===== config.mk =====
export PLATFORM = sky130hd
export DESIGN_NAME = audclk_gen
export DESIGN_NICKNAME = d
export VERILOG_FILES = /design/src/rtl/audclk_pkg.sv /design/src/rtl/audclk_div.sv /design/src/rtl/audclk_frame.sv /design/src/rtl/audclk_gen.sv
export SDC_FILE = /design/constraint.sdc
export NUM_CORES = 1
export LEC_CHECK = 0
export BUFFER_PORTS_ARGS = -buffer_cell sky130_fd_sc_hd__buf_2
export CORE_ASPECT_RATIO = 0.8
export CORE_UTILIZATION = 60
export DETAILED_ROUTE_END_ITERATION = 12
export PLACE_DENSITY = 0.8
export REMOVE_ABC_BUFFERS = 1
export SYNTH_ARGS = -nofsm -noshare
export SYNTH_HDL_FRONTEND = slang
export SYNTH_HIERARCHICAL = 1
export SYNTH_SLANG_ARGS = --single-unit

===== constraint.sdc =====
create_clock -name clk -period 5 [get_ports clk]
set_input_delay 1.5 -clock clk [delete_from_list [all_inputs] [get_ports clk]]
set_output_delay 1.5 -clock clk [all_outputs]
set_load 0.01 [all_outputs]

===== src/rtl/audclk_pkg.sv =====
package audclk_pkg;

  // Word clock waveform selection
  typedef enum logic [1:0] {
    PH_SINGLE = 2'd0,
    PH_DUAL   = 2'd1,
    PH_DUAL_B = 2'd2,
    PH_DUAL_C = 2'd3
  } phase_e;

endpackage


===== src/rtl/audclk_div.sv =====
// Integer divider with a registered level output. The high half is floor(N/2)
// cycles; an odd ratio leaves the extra cycle in the low half. Disabling takes
// effect only at a period boundary.
module audclk_div #(
  parameter int DIV_W = 10
) (
  input  logic             clk,
  input  logic             rst,
  input  logic             en,
  input  logic [DIV_W-1:0] div,
  output logic             clk_o,
  output logic             start_o
);

  localparam int CNT_W = DIV_W + 1;

  logic [CNT_W-1:0] ratio;
  logic [CNT_W-1:0] half;
  logic [CNT_W-1:0] cnt;
  logic [CNT_W-1:0] cnt_inc;
  logic             run;
  logic             last;

  assign ratio   = (div == '0) ? (CNT_W'(1) << DIV_W) : {1'b0, div};
  assign half    = ratio >> 1;
  assign cnt_inc = cnt + CNT_W'(1);
  assign last    = run && (cnt >= ratio - CNT_W'(1));
  // A new period begins on this edge
  assign start_o = en && (!run || last);

  always_ff @(posedge clk) begin
    if (rst) begin
      run   <= 1'b0;
      cnt   <= '0;
      clk_o <= 1'b0;
    end else if (start_o) begin
      run   <= 1'b1;
      cnt   <= '0;
      clk_o <= 1'b1;
    end else if (last) begin
      run   <= 1'b0;
      cnt   <= '0;
      clk_o <= 1'b0;
    end else if (run) begin
      cnt   <= cnt_inc;
      clk_o <= (cnt_inc < half);
    end
  end

endmodule


===== src/rtl/audclk_frame.sv =====
// Word clock sequencer: advances once per bit clock period.
module audclk_frame #(
  parameter int DIV_W = 10
) (
  input  logic                 clk,
  input  logic                 rst,
  input  logic                 en,
  input  logic                 tick,
  input  logic [DIV_W-1:0]     wdiv,
  input  audclk_pkg::phase_e   mode,
  input  logic                 inv,
  output logic                 wclk_o,
  output logic                 busy_o
);

  import audclk_pkg::*;

  localparam int LEN_W = DIV_W + 2;

  logic [LEN_W-1:0] words;
  logic [LEN_W-1:0] hi_len;
  logic [LEN_W-1:0] per_len;
  logic [LEN_W-1:0] cnt, cnt_n, cnt_inc;
  logic             run, run_n;
  logic             lvl, lvl_n;

  assign words   = (wdiv == '0) ? (LEN_W'(1) << DIV_W) : LEN_W'(wdiv);
  assign hi_len  = (mode == PH_SINGLE) ? LEN_W'(1) : words;
  assign per_len = (mode == PH_SINGLE) ? (words + LEN_W'(1)) : (words << 1);
  assign cnt_inc = cnt + LEN_W'(1);

  always_comb begin
    run_n = run;
    cnt_n = cnt;
    lvl_n = lvl;
    if (tick) begin
      if (!run) begin
        if (en) begin
          run_n = 1'b1;
          cnt_n = '0;
          lvl_n = 1'b1;
        end
      end else if (cnt >= per_len - LEN_W'(1)) begin
        cnt_n = '0;
        if (en) begin
          lvl_n = 1'b1;
        end else begin
          run_n = 1'b0;
          lvl_n = 1'b0;
        end
      end else begin
        cnt_n = cnt_inc;
        lvl_n = (cnt_inc < hi_len);
      end
    end
  end

  always_ff @(posedge clk) begin
    if (rst) begin
      run    <= 1'b0;
      cnt    <= '0;
      lvl    <= 1'b0;
      wclk_o <= 1'b0;
    end else begin
      run    <= run_n;
      cnt    <= cnt_n;
      lvl    <= lvl_n;
      wclk_o <= lvl_n ^ inv;
    end
  end

  assign busy_o = run;

endmodule


===== src/rtl/audclk_gen.sv =====
module audclk_gen #(
  parameter int DIV_W = 10
) (
  input  logic             clk,
  input  logic             rst,
  input  logic             mclk_en,
  input  logic [DIV_W-1:0] mclk_div,
  input  logic             bw_en,
  input  logic [DIV_W-1:0] bclk_div,
  input  logic [DIV_W-1:0] wclk_div,
  input  logic [1:0]       phase_mode,
  input  logic             wclk_inv,
  output logic             mclk_out,
  output logic             bclk_out,
  output logic             wclk_out
);

  localparam int NUM_DIV = 2;
  localparam int IDX_M   = 0;
  localparam int IDX_B   = 1;

  logic [NUM_DIV-1:0] div_en;
  logic [DIV_W-1:0]   div_val [NUM_DIV];
  logic [NUM_DIV-1:0] div_clk;
  logic [NUM_DIV-1:0] div_start;
  logic               frame_busy;

  // The bit clock stays on while a word clock frame is still in flight
  assign div_en[IDX_M]  = mclk_en;
  assign div_en[IDX_B]  = bw_en | frame_busy;
  assign div_val[IDX_M] = mclk_div;
  assign div_val[IDX_B] = bclk_div;

  generate
    for (genvar g = 0; g < NUM_DIV; g++) begin : g_div
      audclk_div #(.DIV_W(DIV_W)) u_div (
        .clk     (clk),
        .rst     (rst),
        .en      (div_en[g]),
        .div     (div_val[g]),
        .clk_o   (div_clk[g]),
        .start_o (div_start[g])
      );
    end
  endgenerate

  audclk_frame #(.DIV_W(DIV_W)) u_frame (
    .clk    (clk),
    .rst    (rst),
    .en     (bw_en),
    .tick   (div_start[IDX_B]),
    .wdiv   (wclk_div),
    .mode   (audclk_pkg::phase_e'(phase_mode)),
    .inv    (wclk_inv),
    .wclk_o (wclk_out),
    .busy_o (frame_busy)
  );

  assign mclk_out = div_clk[IDX_M];
  assign bclk_out = div_clk[IDX_B];

endmodule


* Word level (Yosys, flattened, before mapping)
Index checks and enable logic that the tools add are counted.
** Word-level totals
- Input bits :: 37
- Latch bits :: 0
- Output and inout port bits :: 3
- Flip-flop bits (word level) :: 41
- Memories kept :: 0
- Memory bits (read-only) :: 0
- Memory bits (writable) :: 0
** Operators by class
- Equal/unequal tests :: 0
- Multiply operators :: 0
- Divide/modulo/power cells :: 0
- Order comparisons :: 6
- Bitwise operators :: 2
- $add $sub $neg :: 7
- Reductions and logical operators :: 20
- Muxes and demuxes :: 25
- Shift-type cells :: 0
** Operators with widths (count)
- $mux W12 :: 5
- $mux W11 :: 3
- $logic_not A10 Y1 :: 3
- $add A12 B1 Y12 const B :: 2
- $add A11 B1 Y11 const B :: 2
- $ge A11 B11 Y1 :: 2
- $lt A11 B10 Y1 :: 2
- $sub A11 B1 Y11 const B :: 2
- $mux W1 :: 17
- $ge A12 B12 Y1 :: 1
- $lt A12 B12 Y1 :: 1
- $sub A12 B1 Y12 const B :: 1
- $reduce_bool A2 Y1 :: 3
- $reduce_bool A3 Y1 :: 2
- $reduce_or A3 Y1 :: 2
- $logic_and A1 B1 Y1 :: 4
- $logic_not A1 Y1 :: 2
- $logic_not A2 Y1 :: 1
- $logic_or A1 B1 Y1 :: 2
- $reduce_and A2 Y1 :: 1
- $or A1 B1 Y1 :: 1
- $xor A1 B1 Y1 :: 1

* Longest topological paths before layout
- Word-level depth :: 10
- Depth in mapped cells :: 16

* Cells and area by module
The synthesis kept the hierarchy.
** By module, submodules not included
- audclk_frame :: sequential area each 300.3 um^2, cells each 237, instances 1, area an instance 1879.3 um^2
- audclk_div (g_div[0].u_div) :: sequential area each 260.2 um^2, cells each 171, instances 1, area an instance 1381.3 um^2
- audclk_div (g_div[1].u_div) :: sequential area each 260.2 um^2, cells each 172, instances 1, area an instance 1351.3 um^2
- audclk_gen :: sequential area each 0.0 um^2, cells each 1, instances 1, area an instance 6.3 um^2

* Worst setup path before layout
OpenSTA, ideal clock, no wires.
- Path kind :: in2reg
- Start :: input port bclk_div[5]
- End :: register u_frame.wclk_o
- Required time :: 4879 ps
- Arrival time :: 4462 ps
- Library setup time :: 121 ps
- Slack :: 417 ps
- Cell stages on the path :: 13
- Cells stage by stage :: or4_4 > and4b_1 > o21ai_2 > nor3_2 > xnor2_1 > ha_1 > and4_1 > a221oi_1 > nor2b_1 > nand2_1 > a21oi_4 > a21oi_1 > mux2_2
** Between the ends
- Word-level cells in the longest chain between the ends :: 9
** Ends and longest elaborated chain
- start: declaration :: RTL line audclk_gen.sv:9 : input logic [DIV_W-1:0] bclk_div,
- $logic_not A10 Y1 :: RTL line audclk_div.sv:24 : assign ratio = (div == '0) ? (CNT_W'(1) << DIV_W) : {1'b0, div};
- $mux W11 * :: RTL line audclk_div.sv:24
- $sub A11 B1 Y11 * :: RTL line audclk_div.sv:27 : assign last = run && (cnt >= ratio - CNT_W'(1));
- $ge A11 B11 Y1 * :: RTL line audclk_div.sv:27
- $logic_and A1 B1 Y1 * :: RTL line audclk_div.sv:27
- $logic_or A1 B1 Y1 * :: RTL line audclk_div.sv:29 : assign start_o = en && (!run || last);
- $logic_and A1 B1 Y1 * :: RTL line audclk_div.sv:29
- via div_start[1] :: RTL line audclk_gen.sv:25 : logic [NUM_DIV-1:0] div_start;
- $mux W1 * :: RTL line audclk_frame.sv:36 : if (tick) begin
- $xor A1 B1 Y1 * :: RTL line audclk_frame.sv:68 : wclk_o <= lvl_n ^ inv;
- end signal: assignment :: RTL line audclk_frame.sv:68
- end: declaration :: RTL line audclk_frame.sv:12 : output logic wclk_o,
Mark *: on every way through the listed nets, which the timed path passes. The rest lies on a longest branch.
A chain may end at the register's enable or synchronous reset.

* Worst setup path in the final report
- Start :: input port wclk_div[0]
- End :: register u_frame.wclk_o
** Between the ends
- Word-level cells in the longest chain between the ends :: 10
- Elaborated cells between the ends (all ways) :: 12
** Ends and longest elaborated chain
- start: declaration :: RTL line audclk_gen.sv:10 : input logic [DIV_W-1:0] wclk_div,
- $logic_not A10 Y1 :: RTL line audclk_frame.sv:27 : assign words = (wdiv == '0) ? (LEN_W'(1) << DIV_W) : LEN_W'(wdiv);
- $mux W11 * :: RTL line audclk_frame.sv:27
- $add A12 B1 Y12 :: RTL line audclk_frame.sv:29 : assign per_len = (mode == PH_SINGLE) ? (words + LEN_W'(1)) : (words << 1);
- $mux W12 :: RTL line audclk_frame.sv:29
- $sub A12 B1 Y12 :: RTL line audclk_frame.sv:43 : end else if (cnt >= per_len - LEN_W'(1)) begin
- $ge A12 B12 Y1 :: RTL line audclk_frame.sv:43
- $mux W1 * :: RTL line audclk_frame.sv:43
- $mux W1 * :: RTL line audclk_frame.sv:37 : if (!run) begin
- $mux W1 * :: RTL line audclk_frame.sv:36
- $xor A1 B1 Y1 * :: RTL line audclk_frame.sv:68
Mark *: on every way between the ends. The rest lies on a longest branch, timed or not.

==> reports/results.txt <==
Iter 0 DRT Violations -> 171
relative slew slack -> 0.531
Die Ht -> 80.4 µm
PD cells -> 160 nW/µm²
# diodes -> 0
Critical Path Slowest Stage Cell -> or3_4
Initial Util -> 0.621
port bufs -> 39
die area -> 8050 µm²
final hold vios -> 0
fin crit period -> 4800 ps
overall routed net length -> 11400 µm
I/O pins -> 40
Num CTS Buffers -> 5
HPWL Detailed -> 9200 µm
CP top delay family -> compound AO/OA/AOI/OAI gates
Synthesis Warnings -> 6
CTS Root Cell -> clkbuf_8
initial antenna violation count -> 0
most frequent CP cell -> ha_1
Critical Path Max Stage Delay -> 410 ps
RSZ-0062 raised after global routing -> false
share of cells above drive strength 1 -> 0.132
critical-path cell list -> buf_2 > inv_1 > ha_1 > or3_4 > o22ai_4 > nand4_4 > nor3_4 > nor2_1 > ha_1 > a211oi_2 > nand3b_1 > a211o_1 > a21oi_4 > a21oi_1 > mux2_2
Worst Path Arrival -> 4980 ps
Max Freq -> 208 MHz
worst slew pin tran -> 698 ps
WS Path Type -> in -> reg
Via Count -> 4380
setup violators final -> 0
PnR worst setup slack -> 202 ps
crit start category -> input port
antenna-violating nets left -> 0
Setup Slack @ Placement -> -82.8 ps
Buffers & Inverters on Critical Path -> 2
largest net degree at the start of global routing -> 26
gpl congestion -> 0.862
CTS sink count -> 41
clk_skew -> 10.2 ps
synthesized cell area -> 4610 µm²
global-route total usage across every layer -> 0.290
Clock Latency Late Sink -> 290 ps
drt pass-1 iters -> 5
grt ovf -> 0
die width -> 100 µm
Tcrit/Tclk final -> 0.960
CTS tree -> yes
crit-path max FO -> 11
Required @ worst endpoint -> 5180 ps
leakage -> 2.23 nW
H-Tree Depth -> 2
Clock Pin Slew Worst Setup and Hold Paths -> 80 ps
DRC errors left -> 0
Fillers -> 650
hold-fix buffers at CTS -> 0
Avg Cell Area, Syn -> 7.96 µm²
nets -> 729
clock buffer depth -> 2
Hold Crit Class -> reg -> reg
post-DR vias/cell -> 6.03
Layout Utilization -> 0.681
status -> complete, no violations
Max VDD drop -> 0.204 mV
row cnt -> 28
first-pass GRT wire length -> 18700 µm
vias in the first global route -> 4079
Syn Inst Count -> 580
crit end category -> flop
WL/cell -> 15.6 µm
Area Overhead vs Synth -> 9.68%
core footprint -> 7430 µm²
max cap viols -> 0
Pins Over Slew Limit -> 0
==> worst min-delay path: stages, from the launching register on <==
cell and delay (ps):
dfxtp_1 320, nand2_1 60, o211ai_1 70
==> path summary, 6_finish.rpt <==
check,startpoint,end,slack (ps),cells after the start
worst max-delay path,wclk_div[0],u_frame/wclk_o,200,15
worst min-delay path,g_div[1].u_div/clk_o,g_div[1].u_div/clk_o,500,2
worst max register to register,u_frame/cnt[1],u_frame/wclk_o,1870,12
worst min register to register,g_div[1].u_div/clk_o,g_div[1].u_div/clk_o,500,2
==> timing repair <==
item | CTS | global route
resized for setup | 0 | 2
buffers inserted | 0 | 1
setup endpoints to repair | 0 | 12
==> cells in the final DEF (no fill, tap or decap), types with 3 or more instances in the layout <==
master and n:
dfxtp_1 41, nand2_1 52, a21oi_1 21, a22oi_1 8, nand3_1 24, buf_2 39
nand4b_1 3, o22ai_1 3, and3_1 10, nand2b_1 4, nor2_1 69, xnor2_1 36
ha_1 71, a21o_1 3, nand4_1 15, and4_1 3, a31oi_1 3, o211ai_1 4
buf_4 9, o21ai_0 21, mux2i_1 4, inv_1 33, o21ai_1 5, nor4_1 4
o21a_1 5, nor2b_1 10, nor3_1 10, a311oi_1 4, or3b_2 3, xor2_1 36
clkbuf_8 5, a211oi_1 12
==> through the flow <==
stage                     cell area, µm²  instances  hold WS (ps)  total power [W]  TNS (ps)
final                               5060        726           496         0.000811         0
after global routing                5060        726           527         0.000858         0
after CTS                           5040        725           500         0.000811         0
after detailed placement            4940        718           488         0.000558      -261
after global placement              4940        718           486         0.000546         0
after floorplan                     4550        566           493         0.000480         0
==> sequential cells by signal (all words and copies together), names as in the netlist <==
register           count
g_div.u_div/cnt       22
u_frame/cnt           12
g_div.u_div/clk_o      2
g_div.u_div/run        2
u_frame/busy_o         1
u_frame/lvl            1
u_frame/wclk_o         1
==> routing by layer <==
metal	vias up	wire [µm]	share of wire	GRT usage
met3	14	509	0.045	0.0531
met4	0	115	0.010	0.0522
met2	98	5340	0.47	0.504
met1	2083	5380	0.47	0.377
li1	2185	-	-	-
met5	-	0	0	0
==> report_power, final <==
group          internal (W)  switching (W)  total, W
clock network      0.000145       0.000111  0.000256
logic             0.0000860       0.000124  0.000210
registers          0.000334      0.0000111  0.000345
==> final cells by class <==
type / count / area (µm²) / share of cell area
clock buffer: 5 / 68.8 / 0.0136
multi-input combinational: 492 / 3620 / 0.715
clock inverter: 2 / 35.0 / 0.00692
sequential: 41 / 821 / 0.162
timing repair buffer: 48 / 263 / 0.0519
inverter: 33 / 124 / 0.0245
tap: 105 / 131 / 0.0260
No activity file was read; power rests on OpenSTA's default activity.
